### config.mk
export PLATFORM = sky130hd
export DESIGN_NAME = sort_route_fabric
export DESIGN_NICKNAME = d
export VERILOG_FILES = /design/src/rtl/srf_pkg.sv /design/src/rtl/srf_cmp_ex.sv /design/src/rtl/srf_bitonic_sorter.sv /design/src/rtl/srf_trap.sv /design/src/rtl/srf_concentrator.sv /design/src/rtl/srf_switch2.sv /design/src/rtl/srf_omega.sv /design/src/rtl/sort_route_fabric.sv
export SDC_FILE = /design/constraint.sdc
export NUM_CORES = 2
export LEC_CHECK = 0
export ABC_AREA = 1
export BUFFER_PORTS_ARGS = -buffer_cell sky130_fd_sc_hd__buf_2
export CORE_UTILIZATION = 55
export DETAILED_ROUTE_END_ITERATION = 16
export PLACE_DENSITY = 0.73
export SETUP_SLACK_MARGIN = 0.05
export SYNTH_ARGS = -nofsm -noshare
export SYNTH_HDL_FRONTEND = slang
export SYNTH_HIERARCHICAL = 1
export SYNTH_SLANG_ARGS = --single-unit
### constraint.sdc
create_clock -name clk -period 0.8 [get_ports clk]
set_input_delay 0.16 -clock clk [delete_from_list [all_inputs] [get_ports clk]]
set_output_delay 0.16 -clock clk [all_outputs]
set_load 0.02 [all_outputs]
### src/rtl/srf_pkg.sv
package srf_pkg;
    localparam int PORTS  = 8;
    localparam int TAG_W  = $clog2(PORTS);
    localparam int DATA_W = 16;
    localparam int KEY_W  = 1 + 2 * TAG_W;
    localparam int CNT_W  = TAG_W + 1;

    typedef struct packed {
        logic              vld;
        logic [TAG_W-1:0]  tag;
        logic [TAG_W-1:0]  src;
        logic [DATA_W-1:0] data;
    } cell_t;

    typedef struct packed {
        logic [PORTS-1:0]             vld;
        logic [PORTS-1:0][DATA_W-1:0] data;
        logic [PORTS-1:0]             trap;
    } port_state_t;

    // empty slots rank above every real destination; equal destinations
    // are ordered by input index so the lowest index comes first
    function automatic logic [KEY_W-1:0] sort_key(cell_t c);
        return {~c.vld, c.tag, c.src};
    endfunction

    // perfect shuffle: rotate the slot index left by one bit
    function automatic int shuffle_pos(int i);
        return ((i << 1) | (i >> (TAG_W - 1))) & (PORTS - 1);
    endfunction
endpackage

### src/rtl/srf_cmp_ex.sv
module srf_cmp_ex
    import srf_pkg::*;
#(
    parameter bit ASCEND = 1'b1
) (
    input  cell_t a_i,
    input  cell_t b_i,
    output cell_t lo_o,
    output cell_t hi_o
);
    logic swap;

    always_comb begin
        if (ASCEND) swap = sort_key(a_i) > sort_key(b_i);
        else        swap = sort_key(a_i) < sort_key(b_i);
        lo_o = swap ? b_i : a_i;
        hi_o = swap ? a_i : b_i;
    end
endmodule

### src/rtl/srf_bitonic_sorter.sv
module srf_bitonic_sorter
    import srf_pkg::*;
(
    input  cell_t cells_i [PORTS],
    output cell_t cells_o [PORTS]
);
    localparam int NSTG = TAG_W * (TAG_W + 1) / 2;

    cell_t lvl [NSTG+1][PORTS];

    for (genvar i = 0; i < PORTS; i++) begin : g_io
        assign lvl[0][i]  = cells_i[i];
        assign cells_o[i] = lvl[NSTG][i];
    end

    // phase p merges blocks of 2**p; step q compares slots 2**q apart
    for (genvar p = 1; p <= TAG_W; p++) begin : g_phase
        for (genvar q = p - 1; q >= 0; q--) begin : g_step
            localparam int S = p * (p - 1) / 2 + (p - 1 - q);
            for (genvar i = 0; i < PORTS; i++) begin : g_node
                localparam int L = i ^ (1 << q);
                if (L > i) begin : g_cmp
                    localparam bit ASC = ((i >> p) & 1) == 0;
                    srf_cmp_ex #(.ASCEND(ASC)) u_cmp (
                        .a_i  (lvl[S][i]),
                        .b_i  (lvl[S][L]),
                        .lo_o (lvl[S+1][i]),
                        .hi_o (lvl[S+1][L])
                    );
                end
            end
        end
    end
endmodule

### src/rtl/srf_trap.sv
module srf_trap
    import srf_pkg::*;
(
    input  cell_t            sorted_i [PORTS],
    output cell_t            kept_o   [PORTS],
    output logic [PORTS-1:0] trapped_o
);
    always_comb begin
        trapped_o = '0;
        kept_o[0] = sorted_i[0];
        for (int i = 1; i < PORTS; i++) begin
            kept_o[i] = sorted_i[i];
            if (sorted_i[i].vld && sorted_i[i-1].vld &&
                sorted_i[i].tag == sorted_i[i-1].tag) begin
                kept_o[i].vld = 1'b0;
                trapped_o[sorted_i[i].src] = 1'b1;
            end
        end
    end
endmodule

### src/rtl/srf_concentrator.sv
module srf_concentrator
    import srf_pkg::*;
(
    input  cell_t cells_i [PORTS],
    output cell_t cells_o [PORTS],
    output logic  collide_o
);
    logic [CNT_W-1:0] rank [PORTS];
    logic [CNT_W-1:0] run;
    logic [CNT_W-1:0] hits;

    always_comb begin
        run = '0;
        for (int i = 0; i < PORTS; i++) begin
            rank[i] = run;
            run     = run + CNT_W'(cells_i[i].vld);
        end
        collide_o = 1'b0;
        for (int o = 0; o < PORTS; o++) begin
            cells_o[o] = '0;
            hits       = '0;
            for (int i = 0; i < PORTS; i++) begin
                if (cells_i[i].vld && rank[i] == CNT_W'(o)) begin
                    cells_o[o] = cells_i[i];
                    hits       = hits + 1'b1;
                end
            end
            if (hits > CNT_W'(1)) collide_o = 1'b1;
        end
    end
endmodule

### src/rtl/srf_switch2.sv
module srf_switch2
    import srf_pkg::*;
#(
    parameter int BIT = 0
) (
    input  cell_t a_i,
    input  cell_t b_i,
    output cell_t up_o,
    output cell_t dn_o,
    output logic  collide_o
);
    always_comb begin
        up_o      = '0;
        dn_o      = '0;
        collide_o = a_i.vld && b_i.vld && (a_i.tag[BIT] == b_i.tag[BIT]);
        if (b_i.vld) begin
            if (b_i.tag[BIT]) dn_o = b_i;
            else              up_o = b_i;
        end
        if (a_i.vld) begin
            if (a_i.tag[BIT]) dn_o = a_i;
            else              up_o = a_i;
        end
    end
endmodule

### src/rtl/srf_omega.sv
module srf_omega
    import srf_pkg::*;
(
    input  cell_t cells_i [PORTS],
    output cell_t cells_o [PORTS],
    output logic  collide_o
);
    localparam int HALF = PORTS / 2;

    cell_t stg [TAG_W+1][PORTS];
    cell_t shf [TAG_W][PORTS];
    logic [TAG_W*HALF-1:0] col;

    for (genvar i = 0; i < PORTS; i++) begin : g_io
        assign stg[0][i]  = cells_i[i];
        assign cells_o[i] = stg[TAG_W][i];
    end

    for (genvar s = 0; s < TAG_W; s++) begin : g_stage
        for (genvar i = 0; i < PORTS; i++) begin : g_wire
            localparam int D = shuffle_pos(i);
            assign shf[s][D] = stg[s][i];
        end
        for (genvar m = 0; m < HALF; m++) begin : g_elem
            srf_switch2 #(.BIT(TAG_W - 1 - s)) u_sw (
                .a_i       (shf[s][2*m]),
                .b_i       (shf[s][2*m+1]),
                .up_o      (stg[s+1][2*m]),
                .dn_o      (stg[s+1][2*m+1]),
                .collide_o (col[s*HALF+m])
            );
        end
    end

    assign collide_o = |col;
endmodule

### src/rtl/sort_route_fabric.sv
module sort_route_fabric
    import srf_pkg::*;
(
    input  logic                         clk,
    input  logic                         rst_n,
    input  logic [PORTS-1:0]             in_vld,
    input  logic [PORTS-1:0][TAG_W-1:0]  in_tag,
    input  logic [PORTS-1:0][DATA_W-1:0] in_data,
    output logic [PORTS-1:0]             out_vld,
    output logic [PORTS-1:0][DATA_W-1:0] out_data,
    output logic [PORTS-1:0]             trap_flag
);
    cell_t            cell_in  [PORTS];
    cell_t            sorted   [PORTS];
    cell_t            kept     [PORTS];
    cell_t            compact  [PORTS];
    cell_t            routed   [PORTS];
    logic [PORTS-1:0] trapped;
    logic             conc_collide;
    logic             omega_collide;
    logic             fab_collide;

    always_comb begin
        for (int i = 0; i < PORTS; i++) begin
            cell_in[i].vld  = in_vld[i];
            cell_in[i].tag  = in_vld[i] ? in_tag[i] : '0;
            cell_in[i].src  = TAG_W'(i);
            cell_in[i].data = in_data[i];
        end
    end

    srf_bitonic_sorter u_sort (
        .cells_i (cell_in),
        .cells_o (sorted)
    );

    srf_trap u_trap (
        .sorted_i  (sorted),
        .kept_o    (kept),
        .trapped_o (trapped)
    );

    srf_concentrator u_conc (
        .cells_i   (kept),
        .cells_o   (compact),
        .collide_o (conc_collide)
    );

    srf_omega u_route (
        .cells_i   (compact),
        .cells_o   (routed),
        .collide_o (omega_collide)
    );

    assign fab_collide = conc_collide | omega_collide;

    port_state_t st_d, st_q;

    always_comb begin
        st_d = '0;
        for (int o = 0; o < PORTS; o++) begin
            if (routed[o].vld && routed[o].tag == TAG_W'(o)) begin
                st_d.vld[o]  = 1'b1;
                st_d.data[o] = routed[o].data;
            end
        end
        st_d.trap = trapped;
    end

    always_ff @(posedge clk or negedge rst_n) begin
        if (!rst_n) st_q <= '0;
        else        st_q <= st_d;
    end

    assign out_vld   = st_q.vld;
    assign out_data  = st_q.data;
    assign trap_flag = st_q.trap;
endmodule

==> run_results.csv, run 1 <==
group,metric,value,unit
logic_synthesis,syn_inst,8635,
outcome,outcome,"did not finish",
global_route,grt_pass1_vias,67740,
outcome,stop_stage,"global routing",
die,die_x,293,um
place,placed_cell_area,56300,um2
logic_synthesis,yosysWarningCount,6,
place,hpwl,164000,um
global_route,grt_use_total,61.0,%
die,die_h,293,um
die,ios,306,
global_route,grt-ovfl-total,50,
clocking,cts_buffer_depth,2,
clocking,cts_buffers,17,
global_route,grt_max_degree,48,
die,rows,106,
global_route,grt_pass1_wl,403000,um
logic_synthesis,syn_area_per_cell,5.41,um2
logic_synthesis,synth_area,46700,um2
place,gp_congestion,1.11,
die,initial_core_util,55.7,%
clocking,root_buffer,"clkbuf_16",
place,io_buffer_count,305,
clocking,htreeDepth,4,
outcome,error_line,"[ERROR GRT-0116] Global routing finished with congestion. Check the congestion regions in the DRC Viewer.",
## layer usage
| metal | GRT usage, % | GRT overflow |
|---|---|---|
| met1 | 65.2 | 1 |
| met2 | 84.8 | 24 |
| met3 | 33.1 | 0 |
| met4 | 53.7 | 24 |
| met5 | 15.4 | 1 |
## per-stage QoR
stage,worst slack (ps),instances
floorplan,-10630,8705
CTS,-9810,10936
global placement,-10750,10678
detailed placement,-11130,10678
## repair_timing
item	in CTS
hold buffers	1
endpoints found under the setup margin	288
gates resized for setup	720
pin swaps	309
gates cloned	22
endpoints found under the hold margin	144
setup buffers	203
==> inputs of run 2 (changes only) <==
--- a/config.mk
+++ b/config.mk
@@ -7,10 +7,9 @@
 export LEC_CHECK = 0
 export ABC_AREA = 1
 export BUFFER_PORTS_ARGS = -buffer_cell sky130_fd_sc_hd__buf_2
-export CORE_UTILIZATION = 55
+export CORE_UTILIZATION = 40
 export DETAILED_ROUTE_END_ITERATION = 16
-export PLACE_DENSITY = 0.73
-export SETUP_SLACK_MARGIN = 0.05
+export PLACE_DENSITY_LB_ADDON = 0.15
 export SYNTH_ARGS = -nofsm -noshare
 export SYNTH_HDL_FRONTEND = slang
 export SYNTH_HIERARCHICAL = 1
==> run 2 against run 1 <==
Against the previous run: the flow now finishes, with violations (negative setup slack); area after synthesis unchanged; synthesized cell count stayed put.
==> run_results.csv, run 2 <==
group,metric,value,unit
finish,multiInputGateArea,39200,um2
outcome,outcome,"finished, violations left",
drt,drc,0,
place,dp_slack,-11350,ps
sta,fin_crit_sh,1370,%
clocking,cts_buffer_depth,2,
sta,slew_violations,0,
sta,timing.fmax,0.0909,GHz
drt,via_per_inst,5.37,
die,core,115000,um2
global_route,grt_max_degree,50,
sta,slew_headroom,35.4,%
sta,tightestPinTransition,966,ps
drt,ant_nets,0,
worst_setup_path,cpMaxStageDelayCell,"o21ai_0",
die,die_h,344,um
finish,final_cell_mix,"nand2_1, buf_4, nand3_1, inv_1, nand2_2",
die,die_x,344,um
place,dpl.cell_count,11129,
finish,fin_cells,11398,
worst_setup_path,cp_common_cell,"nand2_2",
worst_setup_path,max_stage_delay,570,ps
sta,setup_viol_count_final,288,
worst_setup_path,cp_data_required_time,1200,ps
global_route,grt_pass1_wl,327000,um
global_route,antenna_found_initial,2,
drt,drt-wirelength-per-cell,19.6,um
logic_synthesis,synth_area,46700,um2
clocking,tritoncts,"built",
logic_synthesis,syn_inst,8635,
clocking,htreeDepth,4,
logic_synthesis,yosysWarningCount,6,
drt,drt_iter0_drc,5490,
sta,rsz0062_at_grt,"true",
place,hpwl,181000,um
drt,first_pass_iters,6,
drt,vias,61176,
global_route,grt-ovfl-total,0,
place,placed_cell_area,57500,um2
worst_setup_path,cp_data_arrival_time,11400,ps
sta,setup_ws,-10200,ps
die,ios,306,
logic_synthesis,syn_area_per_cell,5.41,um2
min_path,holdCritPathClass,"input pin to asynchronous set/reset pin",
global_route,grt_pass1_vias,54377,
job,drv_cap,0,
sta,hold_violations,0,
clocking,cts_buffers,17,
worst_setup_path,start_kind,"input pin",
die,initial_core_util,40.6,%
finish,fillers,11660,
sta,holdWs,90.4,ps
outcome,violations,"negative setup slack",
clocking,clock-sinks,144,
place,gp_congestion,1.02,
place,io_buffer_count,305,
finish,largest_reg_flops,128,
finish,post-route-cell-area,64200,um2
finish,layout-drive-gt1-share,34.6,%
drt,totalWireLength,223000,um
die,rows,124,
finish,area_delta_synth_final,37.6,%
sta,fin_crit,11000,ps
die,dieArea,118000,um2
worst_setup_path,end_kind,"flip-flop",
finish,seq_area,3600,um2
worst_setup_path,path_class,"input pin to flip-flop",
finish,mostFrequentLayoutCell,"nand2_1",
finish,nets,10208,
worst_setup_path,cp_max_fo,32,
clocking,root_buffer,"clkbuf_16",
global_route,grt_use_total,35.6,%
clocking,clk_pin_slew,70,ps
==> run 2: through the flow <==
step | TNS, ps | utilization, %
3_3_place_gp | -1580720 | 50.0
4_1_cts | -1497400 | 51.4
2_1_floorplan | -1480060 | -
3_5_place_dp | -1595960 | 50.0
6_report | -1484580 | 55.9
5_1_grt | -1560090 | 55.9
==> run 2: per-layer routing <==
| layer | wire length (um) | global-route usage [%] | vias to the layer above |
|---|---|---|---|
| li1 | - | - | 30073 |
| met1 | 92800 | 44.8 | 28368 |
| met2 | 105000 | 61.3 | 2311 |
| met3 | 12100 | 2.67 | 424 |
| met4 | 12800 | 16.6 | 0 |
| met5 | 0 | 0 | - |
==> run 2: worst max-delay path, delay by kind of cell <==
| kind | cells | cell delay, ps |
|---|---|---|
| fa+ha+maj | 12 | 3370 |
| buf+inv | 16 | 1920 |
| simple gates | 47 | 4720 |
| compound gates | 4 | 1150 |
==> run 2: path summary, 6_finish.rpt <==
path / from / end / slack, ps / cells past startpoint
setup / recovery: in_vld[2] / out_data[89] / -10200 / 79
hold / removal: rst_n / out_vld[0] / 90 / 2
max in group asynchronous: rst_n / out_data[39] / 210 / 3
min in group clk: out_vld[0] / out_vld[0] / 1090 / 1
==> run 2: area by class of cell <==
cell class                      instances  share of cell area [%]
Clock inverter                         15                   0.267
Multi-Input combinational cell       7009                    61.0
Inverter                              718                    4.37
Clock buffer                           17                   0.662
Antenna cell                            2                 0.00779
Timing Repair Buffer                 1981                    25.1
Sequential cell                       144                    5.61
Tap cell                             1512                    2.95
==> run 2: what timing repair did <==
item                                    4_1_cts  5_1_grt
gates resized for setup                     200      867
pin swaps                                    45      253
endpoints found under the setup margin      288      288
endpoints found under the hold margin       144        0
cloned                                        7       27
buffers inserted                             33      173
hold buffers                                  1        0
Power of run 2 is left out: the tool's default activity adds up to more than one toggle a clock period on the data nets, which glitch-free logic cannot reach.
